File: src/rtl/devaddr_keeper.sv
module devaddr_keeper #(
  parameter int DATA_W = 16,
  parameter logic [7:0] WR_CODE = 8'hB6,
  parameter logic [7:0] RD_CODE = 8'hB7
) (
  input  logic              clk,
  input  logic              rst_n,
  input  logic              cmd_stb,
  input  logic [7:0]        cmd_code,
  input  logic              dat_wr_stb,
  input  logic [DATA_W-1:0] dat_in,
  input  logic              dat_rd_stb,
  output logic [DATA_W-1:0] dat_out,
  input  logic              bus_reset,
  input  logic              status_ack,
  output logic [6:0]        act_addr,
  output logic              act_en
);

  logic [7:0] prog;
  logic       pend;
  logic       sel_wr, sel_rd;
  logic       wr_fire;
  logic       unused_hi;

  assign wr_fire   = dat_wr_stb && sel_wr && !cmd_stb;
  assign unused_hi = ^dat_in[DATA_W-1:8];

  always_ff @(posedge clk) begin
    if (!rst_n) begin
      sel_wr <= 1'b0;
      sel_rd <= 1'b0;
    end else if (cmd_stb) begin
      sel_wr <= (cmd_code == WR_CODE);
      sel_rd <= (cmd_code == RD_CODE);
    end else begin
      if (wr_fire)                sel_wr <= 1'b0;
      if (dat_rd_stb && sel_rd)   sel_rd <= 1'b0;
    end
  end

  always_ff @(posedge clk) begin
    if (!rst_n)       prog <= 8'h00;
    else if (wr_fire) prog <= dat_in[7:0];
  end

  always_ff @(posedge clk) begin
    if (!rst_n) begin
      pend     <= 1'b0;
      act_addr <= 7'd0;
      act_en   <= 1'b0;
    end else if (bus_reset) begin
      pend     <= 1'b0;
      act_addr <= 7'd0;
      act_en   <= 1'b1;
    end else begin
      if (status_ack && pend) begin
        act_addr <= prog[6:0];
        act_en   <= prog[7];
      end
      if (wr_fire)                 pend <= 1'b1;
      else if (status_ack && pend) pend <= 1'b0;
    end
  end

  always_comb begin
    dat_out = '0;
    if (sel_rd) dat_out[7:0] = prog;
  end

  a_r6_reset_forces: assert property (@(posedge clk) disable iff (!rst_n)
    bus_reset |=> (act_addr == 7'd0) && act_en);

  a_r6_prog_kept: assert property (@(posedge clk) disable iff (!rst_n)
    (bus_reset && !wr_fire) |=> $stable(prog));

  a_r3_hold: assert property (@(posedge clk) disable iff (!rst_n)
    (!bus_reset && !status_ack) |=> ($stable(act_addr) && $stable(act_en)));

  a_r4_apply: assert property (@(posedge clk) disable iff (!rst_n)
    (status_ack && pend && !bus_reset) |=> ({act_en, act_addr} == $past(prog)));

  a_r5_idle_ack: assert property (@(posedge clk) disable iff (!rst_n)
    (status_ack && !pend && !bus_reset) |=> ($stable(act_addr) && $stable(act_en)));

  a_r2_upper_zero: assert property (@(posedge clk) disable iff (!rst_n)
    dat_out[DATA_W-1:8] == '0);

endmodule

File: config.mk
export PLATFORM = sky130hd
export DESIGN_NAME = devaddr_keeper
export DESIGN_NICKNAME = d
export VERILOG_FILES = /design/src/rtl/devaddr_keeper.sv
export SDC_FILE = /design/constraint.sdc
export NUM_CORES = 1
export LEC_CHECK = 0
export ABC_CLOCK_PERIOD_IN_PS = 1750
export BUFFER_PORTS_ARGS = -buffer_cell sky130_fd_sc_hd__buf_4
export CAP_MARGIN = 30
export CORE_MARGIN = 2
export CORE_UTILIZATION = 44
export CTS_CLUSTER_DIAMETER = 80
export DETAILED_ROUTE_END_ITERATION = 8
export HOLD_SLACK_MARGIN = 0.03
export PLACE_DENSITY = 0.82
export SLEW_MARGIN = 20
export SYNTH_ARGS = -nofsm -noshare
export SYNTH_HDL_FRONTEND = slang
export SYNTH_SLANG_ARGS = --single-unit
File: constraint.sdc
create_clock -name clk -period 1.75 [get_ports clk]
set_input_delay 0.2625 -clock clk [delete_from_list [all_inputs] [get_ports clk]]
set_output_delay 0.2625 -clock clk [all_outputs]
set_load 0.02 [all_outputs]
---- Word-level counts from Yosys, hierarchy flattened ----
Index checks and enable logic that the tools add are counted.
storage, ports and cells
  bits in registers ....................... 19
  output and inout bits ................... 24
cells by class
  reduce and logical (&&, ||, !) cells .... 10
  equality and inequality tests ........... 2
  multiplexer cells ....................... 9
  bitwise gates (word level) .............. 1
operators by type and width
  kind                number
  $eq 8x8->1 const B  2
  $mux 1              8
  $mux 8              1
  $reduce_bool 2->1   4
  $logic_and 1x1->1   4
  $reduce_or 2->1     1
  $logic_not 1->1     1
  $not 1->1           1

---- Depth between registers and ports, before layout ----
  depth in word-level cells ............... 4
  depth in mapped cells ................... 4
  mapped depth without buffers ............ 3

---- Worst setup path after synthesis ----
Ideal clock, no wire load.
  path kind ............................... register -> register
  start ................................... reg pend
  end ..................................... reg act_en
  slack ................................... 0.695 ns
  data required time ...................... 1.635 ns
  stages on the path, launching flop included .. 5
  data arrival time ....................... 0.940 ns
  clock period less this slack ............ 1.055 ns
  buffers on the path ..................... 1
  setup time .............................. 0.115 ns
  cells stage by stage .................... dfxtp_1 buf_6 nand2_4 mux2_4 o21a_1
on the way
  word-level cells in the longest chain between the ends .. 2
ends and longest elaborated chain
  what                         RTL line  RTL
  from (decl)                  21        logic pend;
  from (signal assigned)       49        pend <= 1'b0;
  from (signal assigned)       53        pend <= 1'b0;
  from (signal assigned)       61        if (wr_fire) pend <= 1'b1;
  $logic_and 1x1->1            57        if (status_ack && pend) begin
  $reduce_bool 2->1 (no line)  --
  to (signal assigned)         59        act_en <= prog[7];
  to (decl)                    17        output logic act_en
Every way passes these cells.
A chain may end at the register's enable or synchronous reset.

---- Final worst setup path ----
  start ................................... reg sel_rd
  end ..................................... out dat_out[3]
on the way
  word-level cells in the longest chain between the ends .. 1
ends and longest elaborated chain
  what                    RTL line  RTL
  from (decl)             22        logic sel_wr, sel_rd;
  from (signal assigned)  35        sel_rd <= (cmd_code == RD_CODE);
  $mux 8                  68        if (sel_rd) dat_out[7:0] = prog;
  to (decl)               13        output logic [DATA_W-1:0] dat_out,
Every way passes these cells.

==> summary.md <==
| Metric | Value |
|---|---|
| Largest cells by area after synthesis | dfxtp_1 43%, mux2i_1 9.1%, buf_4 7.7% |
| Slowest stage delay, CP | around 490 ps |
| Hold Fails Final Rpt | 0 |
| Die area | 0.00237 mm² |
| Antenna-violating nets left | 0 |
| Final Power | 0.733 mW |
| CTS max path bufs | 2 |
| Worst path cell trace | and2_1, buf_4 |
| First-pass GRT wire length | 3040 µm |
| Critical path launch point | sel_rd |
| Status | complete, no violations |
| CTS tree | done |
| Final worst-path cycle share | 78.4% |
| Largest net degree at the start of global routing | 14 |
| Core area | between 0.0015 and 0.002 mm² |
| Port buffer count | 38 |
| Antenna violations before repair | 0 |
| Post-Synthesis Cells | 93 |
| Residual DRC count | 0 |
| DRC violation total after the first TritonRoute iteration | 2 |
| Placed Area | 0.00113 mm² |
| Hold crit path type | in -> reg |
| Flop and latch count out of synthesis | 19 |
| Gr ovfl total | 0 |
| Number of global-route vias before repair | 729 |
| Inserted Clock Buffers | 3 |
| P_int | 0.565 mW |
| Synth cell count leaders | 19 x dfxtp_1, 9 x buf_4 |
| P_leak | ~0.55 nW |
| WS Path Type | reg -> out |
| Combinational power share | 10.8% |
| Switch share | 23.0% |
| Setup TNS | 0 ps |
| Drt pass-1 iters | 2 |
| Crit. End Element | output port |
| Post-synth EDFFs | 0 |
| Clock group share of total power | 30.0% |
| Power Density | 633 mW/mm² |
| Final Max Slew Viols | 0 |
| Worst Path Buf+Inv | 1 |
| H-tree Lvls | 1 |
| P_sw | around 0.17 mW |
| Die height | 48.6 µm |
| Syn Std Cell Area | 877 µm² |
| Slowest CP cell | dfxtp_1 |
| Worst R2R Start | pend |
| Final wirelength | approximately 1800 µm |
| Post-route cell area | around 0.0012 mm² |
| Fmax | 0.729 GHz |
| Distinct cells, synth | 21 |
| Die width | slightly below 50 µm |
| Hold path start | bus_reset |
| Syn_area_per_cell | 9.43 µm² |
| Post CTS Setup Buffer Count | 0 |
| Flop pwr share | 59.3% |
| Most frequent cell after synthesis | dfxtp_1 |
| Max Cap Viol | 0 |
| Hpwl dp | 1400 µm |
| I/O pin total | 55 |
| CTS Root Cell | clkbuf_4 |
| Global Route Usage Sum | 16.6% |
| Vias/cell | 4.61 |
| Layout cells sized above 1 | about a third |
| Seq/Total Area, Yosys | 43.4% |
| Top-area cell type share of the netlist area | 43.4% |
| Synth Warn # | 0 |
| Max Fanout on Critical Path | 9 |
| Area delta synth->final | 32.1% |
| Final worst path period need | 1370 ps |
| Initial Util | a little under half |
| Share of flip-flops with an asynchronous set or reset | 0% |
| Dominant synthesized flop cell | dfxtp_1 |
| Final WS setup | 378 ps |
| Clk slew on worst S/H paths | approximately 100 ps |
| Rows | 16 |
| Startpoint types | flip-flop |
| Critical Path RT | 1490 ps |
| Nets | between 150 and 200 |
| Peak VDD IR | around 340 µV |
| Final setup viols | 0 |
| RSZ-0062 raised after global routing | false |
| Total vias in the final route | slightly above 700 |
| Hold_buf cts | 0 |
| Largest area contributor in the netlist | dfxtp_1 |
| Worst-case clock skew | 5.81 ps |
| CP delay by family, top | flip-flops |
| Worst-Skew Late Latency | approximately 300 ps |
| RD Place Congestion | 0.762 |
| Antenna diode count | 0 |
| Post-CTS sizing | 0 |
| Sink Count | 19 |
| Pre-CTS setup slack | 509 ps |
| Worst Path Arrival | 1110 ps |
| WL/cell | 11.4 µm |
## power by group through the flow
stage | clock network (mW) | registers (mW) | logic (mW)
final | 0.220 | 0.435 | 0.0789
after global routing | 0.245 | 0.435 | 0.0844
after CTS | 0.225 | 0.435 | 0.0792
after detailed placement | 0 | 0.445 | 0.0791
after global placement | 0 | 0.445 | 0.0775
after floorplan | 0 | 0.447 | 0.0488
## final timing paths
kind         depth (start not counted)  slack (ps)           to
max reg2reg                          3         500       act_en
min                                  2         180       act_en
max                                  2         380   dat_out[3]
min reg2reg                          2         470  act_addr[1]
## cells in the final DEF (no fill, tap or decap), types with 2 or more instances in the layout
master / synthesis / routed
dfxtp_1: 19 / 19
nand2b_1: 2 / 2
conb_1: 1 / 8
o21a_1: 2 / 2
nor2b_1: 8 / 8
nand2_1: 8 / 8
mux2i_1: 8 / 8
nand4b_1: 2 / 2
buf_4: 9 / 39
a21oi_1: 8 / 8
and2_1: 8 / 8
clkbuf_4: 0 / 3
nand3_1: 7 / 7
## per-layer routing
metal | share of wire, % | GRT usage, %
met1 | 39 | 18.3
met2 | 53 | 29.9
met3 | 6.3 | 3.40
met4 | 1.6 | 8.57
met5 | 0 | 0
## cell type report
type / instances / area [µm²]
fill: 187 / 763
multi-input combinational: 68 / 425
sequential: 19 / 380
timing repair buffer: 39 / 293
tap: 27 / 33.8
clock buffer: 4 / 26.3
## cells by family after synthesis
family          synth area share [%]
flops                           43.4
buf+inv                         11.1
mux                             10.8
compound gates                  7.13
other cells                    0.428
simple gates                    27.1
## sequential cells by signal (all words and copies together), names as in the netlist
name,cells
sel_rd,1
prog,8
pend,1
act_en,1
act_addr,7
sel_wr,1
## per-stage QoR
step                      hold slack (ps)  cells  util (%)
after floorplan                       386    100         -
after global placement                444    153      58.9
after detailed placement              459    153      58.9
after CTS                             180    157      60.3
after global routing                  181    157      60.3
final                                 181    157      60.3
(Power assumes the default switching activity.)
